$ cat config.mk
export PLATFORM = sky130hd
export DESIGN_NAME = sd_spi_cmd_engine
export DESIGN_NICKNAME = d
export VERILOG_FILES = /design/src/rtl/sd_spi_cmd_engine.sv
export SDC_FILE = /design/constraint.sdc
export NUM_CORES = 1
export LEC_CHECK = 0
export BUFFER_PORTS_ARGS = -buffer_cell sky130_fd_sc_hd__buf_2
export CORE_MARGIN = 4
export CORE_UTILIZATION = 55
export DETAILED_ROUTE_END_ITERATION = 10
export GPL_TIMING_DRIVEN = 0
export PLACE_DENSITY = 0.8
export SKIP_CTS_REPAIR_TIMING = 1
export SLEW_MARGIN = 10
export SYNTH_ARGS = -nofsm -noshare
export SYNTH_HDL_FRONTEND = slang
export SYNTH_SLANG_ARGS = --single-unit
export TNS_END_PERCENT = 5
$ cat constraint.sdc
create_clock -name clk -period 3.2 [get_ports clk]
set_clock_uncertainty 0.05 [all_clocks]
set_input_delay 0.64 -clock clk [delete_from_list [all_inputs] [get_ports clk]]
set_output_delay 0.64 -clock clk [all_outputs]
set_load 0.03 [all_outputs]
$ cat src/rtl/sd_spi_cmd_engine.sv
module sd_spi_cmd_engine #(
  parameter int POLL_LIMIT = 8,
  parameter int BUSY_LIMIT = 3000000
) (
  input  logic        clk,
  input  logic        rst_n,
  input  logic        start,
  input  logic [5:0]  cmd_idx,
  input  logic [31:0] cmd_arg,
  input  logic [2:0]  resp_len,
  input  logic        match_en,
  input  logic [7:0]  match_val,
  input  logic        busy_wait,
  output logic        byte_req,
  output logic [7:0]  byte_tx,
  input  logic        byte_ack,
  input  logic [7:0]  byte_rx,
  output logic [39:0] resp,
  output logic        done,
  output logic        timeout
);
  localparam int CNT_MAX = (BUSY_LIMIT > POLL_LIMIT) ? BUSY_LIMIT : POLL_LIMIT;
  localparam int CW = $clog2(CNT_MAX + 1);
  localparam logic [2:0] S_IDLE = 3'd0, S_FRAME = 3'd1, S_DROP = 3'd2, S_POLL = 3'd3,
                         S_GATH = 3'd4, S_BUSY = 3'd5, S_FIN = 3'd6;

  logic [2:0]    st;
  logic [CW-1:0] cnt;
  logic [2:0]    fidx, ridx, len_q, len_in;
  logic [5:0]    cmd_q;
  logic [31:0]   arg_q;
  logic          men_q, bw_q, to_q;
  logic [7:0]    mval_q, frame_b;
  logic [6:0]    crc_q;
  logic [39:0]   resp_q;
  logic          xfer, qualify, last_resp;

  function automatic logic [6:0] crc7_step(input logic [6:0] c, input logic [7:0] d);
    logic [6:0] r;
    logic fb;
    r = c;
    for (int i = 7; i >= 0; i--) begin
      fb = r[6] ^ d[i];
      r = {r[5:0], 1'b0};
      if (fb) r = r ^ 7'h09;
    end
    return r;
  endfunction

  always_comb begin
    case (fidx)
      3'd0:    frame_b = 8'hFF;
      3'd1:    frame_b = {2'b01, cmd_q};
      3'd2:    frame_b = arg_q[31:24];
      3'd3:    frame_b = arg_q[23:16];
      3'd4:    frame_b = arg_q[15:8];
      3'd5:    frame_b = arg_q[7:0];
      default: frame_b = {crc_q, 1'b1};
    endcase
  end

  assign len_in    = (resp_len == 3'd0) ? 3'd1 : (resp_len > 3'd5) ? 3'd5 : resp_len;
  assign byte_req  = (st != S_IDLE) && (st != S_FIN);
  assign byte_tx   = (st == S_FRAME) ? frame_b : 8'hFF;
  assign xfer      = byte_req && byte_ack;
  assign qualify   = men_q ? (byte_rx == mval_q) : !byte_rx[7];
  assign last_resp = (ridx == len_q - 3'd1);
  assign resp      = resp_q;
  assign done      = (st == S_FIN);
  assign timeout   = to_q;

  always_ff @(posedge clk) begin
    if (!rst_n) begin
      st <= S_IDLE; cnt <= '0; fidx <= '0; ridx <= '0; len_q <= 3'd1;
      cmd_q <= '0; arg_q <= '0; men_q <= 1'b0; mval_q <= '0; bw_q <= 1'b0;
      crc_q <= '0; resp_q <= '0; to_q <= 1'b0;
    end else begin
      case (st)
        S_IDLE: if (start) begin
          cmd_q <= cmd_idx; arg_q <= cmd_arg; len_q <= len_in;
          men_q <= match_en; mval_q <= match_val; bw_q <= busy_wait;
          cnt <= '0; fidx <= '0; ridx <= '0; crc_q <= '0;
          resp_q <= '0; to_q <= 1'b0; st <= S_FRAME;
        end
        S_FRAME: if (xfer) begin
          if (fidx >= 3'd1 && fidx <= 3'd5) crc_q <= crc7_step(crc_q, frame_b);
          if (fidx == 3'd6) st <= S_DROP;
          else fidx <= fidx + 3'd1;
        end
        S_DROP: if (xfer) begin
          cnt <= '0; st <= S_POLL;
        end
        S_POLL: if (xfer) begin
          if (qualify) begin
            resp_q[39:32] <= byte_rx;
            ridx <= 3'd1;
            cnt <= '0;
            if (len_q == 3'd1) st <= bw_q ? S_BUSY : S_FIN;
            else st <= S_GATH;
          end else if (cnt == CW'(POLL_LIMIT - 1)) begin
            to_q <= 1'b1; st <= S_FIN;
          end else cnt <= cnt + 1'b1;
        end
        S_GATH: if (xfer) begin
          resp_q[39 - 8*ridx -: 8] <= byte_rx;
          if (last_resp) st <= bw_q ? S_BUSY : S_FIN;
          else ridx <= ridx + 3'd1;
        end
        S_BUSY: if (xfer) begin
          if (byte_rx != 8'h00) st <= S_FIN;
          else if (cnt == CW'(BUSY_LIMIT - 1)) begin
            to_q <= 1'b1; st <= S_FIN;
          end else cnt <= cnt + 1'b1;
        end
        default: st <= S_IDLE;
      endcase
    end
  end
endmodule

Word level (Yosys, flattened, before mapping):

Index checks and enable logic that the tools add are counted.

* register bits after elaboration: 130
* input bits: 63
* output and inout bits: 51

* $add $sub $neg: 6
* order comparisons: 3
* equal/unequal tests: 38
* shifts and indexed selects: 2
* multiplexer cells: 93
* bitwise gates (word level): 16
* reduce and logical (&&, ||, !) cells: 23

Operators by type and width (count)
* $mux W7: 31
* $mux W22: 8
* $pmux W22 S4: 1
* $mux W40: 2
* $pmux W32 S2: 1
* $mux W3: 21
* $pmux W8 S6: 1
* $shift A8 B34 Y47 const A: 1
* $shiftx A8 B34 Y47: 1
* $bwmux W40: 1
* $neg A32 Y34: 1
* $mux W4: 8
* $ne A2 B2 Y1 const B: 15
* $mux W8: 3
* $pmux W8 S3: 1
* $add A22 B1 Y22 const B: 1
* $eq A22 B22 Y1 const B: 1
* $eq A22 B3 Y1 const B: 1
* $eq A3 B3 Y1 const B: 6
* $pmux W3 S6: 1
* $not A2 Y2: 8
* $reduce_and A8 Y1: 2
* $pmux W7 S2: 1
* $eq A3 B2 Y1 const B: 4
* 30 further kinds: 60

Logic depth before layout (Yosys ltp):

* depth after elaboration: 49
* mapped depth: 12
* mapped depth without buffers: 10

Worst setup path before layout:

OpenSTA, ideal clock, no wires.

* path type: reg-to-output
* start: register fidx[0]
* end: output byte_tx[5]
* data arrival time: 2266 ps
* path slack: 244 ps
* stages on the path, launching flop included: 8
* path buffers: 1
* cell sequence: dfxtp_1 inv_1 ha_1 nor2b_1 buf_2 o41ai_4 nor3_1 o21ai_0

* longest elaborated chain between the ends: 3
* elaborated cells on any way between the ends: 8

RTL lines
* start, declared: RTL line 29 `logic [2:0] fidx, ridx, len_q, len_in;`
* start signal, assigned: RTL line 88 `else fidx <= fidx + 3'd1;`
* $eq A3 B3 Y1, or another cell as far along: RTL line 51 `case (fidx)`
* $pmux W8 S6 (*): RTL line 51
* $mux W8 (*): RTL line 64 `assign byte_tx = (st == S_FRAME) ? frame_b : 8'hFF;`
* end, declared: RTL line 15 `output logic [7:0] byte_tx,`

Every way passes the cells marked *; elsewhere a longest branch is shown, timed or not.

Worst setup path in the final report:

* start: register fidx[0]
* end: output byte_tx[6]

Same word-level chain as after synthesis.

==> summary.txt <==
Critical Path AT - 2.46 ns
DR pass1 iterations - 5
Initial Util - 0.5627
Core Rows - 39
share of flip-flops with an asynchronous set or reset - 0
GRT Total Usage - 0.2522
Final setup violation count - 0
Max Cap Viol - 0
clock buffer depth - 2
CTS Buf Count - 17
area delta synth->final - 23.68%
die area - 0.01353 mm2
DR vias - 6122
Distinct cells, synth - 55
RD Place Congestion - 0.8955
first-pass GRT wire length - 27.14 mm
Die W - 116.3 um
vias in the first global route - 5745
Crit Path Max Fanout - 10
area leader, netlist - dfxtp_1
status - completed
root buf cell - clkbuf_16
Ys Warns - 0
top post-synthesis cells by count - nand2_1, dfxtp_1, nor2_1
number of synthesized flops with an enable pin - 0
Synth area leaders - dfxtp_1, nand2_1, a21boi_0, a22oi_1, xor2_1
Routed Antenna Nets - 0
Slew headroom - 0.3845
Layout Nets - 994
Vias/cell - 5.690
Post-synth top flop - dfxtp_1
core area - 0.01147 mm2
Post-Place Cells - 1036
share of the synthesized area in the top cell type - 0.4033
fin cells - 1076
syn_nets - 859
DRT iter0 DRCs - 495
Die Ht - 116.3 um
hold_ws - 0.4090 ns
ANT cells - 0
WS Path Type - flip-flop to output port
# H-tree levels - 4
cell area after synthesis - 0.006452 mm2
share of cells above drive strength 1 - 0.2004
largest net degree at the start of global routing - 17
IO Pins - 114
final hold vios - 0
hpwl dp - 12.12 mm
Slew @ Worst Pin - 0.9162 ns
VDD IR max - 0.4991 mV
Max stage delay on crit path - 0.55 ns
CP max-delay cell - a222oi_1
crit end category - output port
CTS tree - built
PortBufs - 108
total grt overflow - 0
Final period util - 0.9838
Hold Path Class - input port to flip-flop
DR WL/cell - 15.80 um
most common cell in the netlist - nand2_1
Achievable Freq - 0.3176 GHz
Data required, critical path - 2.51 ns
setup slack, reg-to-reg - 0.31 ns
Worst-Skew Late Latency - 0.42 ns
DRC viols - 0
CTS clk-pin slew, worst paths - 0.06 ns
CP dominant cell by count - buf_6
FF+latch count, synth - 130
Critical Path Source Type - flip-flop
Seq/Total Area, Yosys - 0.4033
Pins Over Slew Limit - 0
final setup TNS - 0 ns
clock sinks - 130
critical-path cell list - inv_2, ha_1, buf_4, buf_6, a222oi_1, o21ai_2, a21oi_2, nand2_1, buf_6
initial antenna violation count - 0
Avg Cell Area, Syn - 8.220 um2
min cycle time layout - 3.148 ns
Pwr per Cell Area - 692.6 mW/mm2
final WL - 17.00 mm
Lkg Pwr - 3.146 nW
Syn Inst Count - 785
registers in the layout, summed over array words and instances (netlist names), 6 cells and up:
name / flops
resp: 40
arg_q: 32
cnt: 22
mval_q: 8
crc_q: 7
cmd_q: 6
kinds of logic (layout without fill, tap and decap cells):
kind of cell	Yosys count	count (layout)	share of synthesized area
compound gates	193	193	0.2145
mux	6	6	0.009696
flops	130	130	0.4033
xor+xnor	42	42	0.05701
fa+ha+maj	11	11	0.02133
buf+inv	70	218	0.04324
simple gates	333	333	0.2509
per-stage QoR:
stage	setup WS (ns)	total power, W	util	instance area, um2
finish	0.05187	0.005527	0.6959	7980
global route	-0.009440	0.005823	0.6959	7980
CTS	-0.4236	0.005433	0.6776	7770
detailed placement	0.02841	0.003503	0.6259	7177
global placement	0.03764	0.003468	0.6254	7172
floorplan	0.2440	0.003080	-	6452
layer usage:
layer / track usage / routed length, um / up-vias
met2: 0.4054 / 8074 / 194
li1: - / - / 3027
met5: 0 / 0 / -
met4: 0.07502 / 258 / 0
met1: 0.3383 / 7682 / 2877
met3: 0.06010 / 982 / 24
power by group:
group / internal, W / switching, W
Clock: 0.00118 / 0.000767
Combinational: 0.000592 / 0.00105
Sequential: 0.00179 / 0.000146
critical path: cells and delay by family, from the launching register on:
family          cells  cell delay [ns]
simple gates        1             0.07
compound gates      3             0.84
buf+inv             4             0.55
flops               1             0.38
fa+ha+maj           1             0.19
path summary, 6_finish.rpt:
check | start | endpoint | cells past startpoint
worst min-delay path | cmd_idx[1] | cmd_q[1] | 3
worst min register to register | arg_q[24] | arg_q[24] | 2
worst max-delay path | fidx[0] | byte_tx[6] | 9
worst max register to register | fidx[0] | crc_q[5] | 12
layout by cell type, fill, tap and decap left out, drive strengths merged, types with 10 or more instances in the layout:
cell type and count:
o21ai 32, nand4 14, and2 10, a22o 12
nor2 57, xnor2 12, clkbuf 60, nand3 23
buf 127, a21boi 54, a22oi 39, nor3 13
inv 21, ha 11, a21oi 21, nand2 133
xor2 30, nor2b 41, dfxtp 130
area by class of cell:
type,count,area (um2)
Sequential cell,130,2611
Clock inverter,14,153.9
Multi-Input combinational cell,585,3662
Inverter,17,63.81
Tap cell,143,178.9
Fill cell,929,3487
Timing Repair Buffer,116,623.1
Clock buffer,18,439.2
Buffer,53,247.7
No activity file was read; power rests on OpenSTA's default activity.
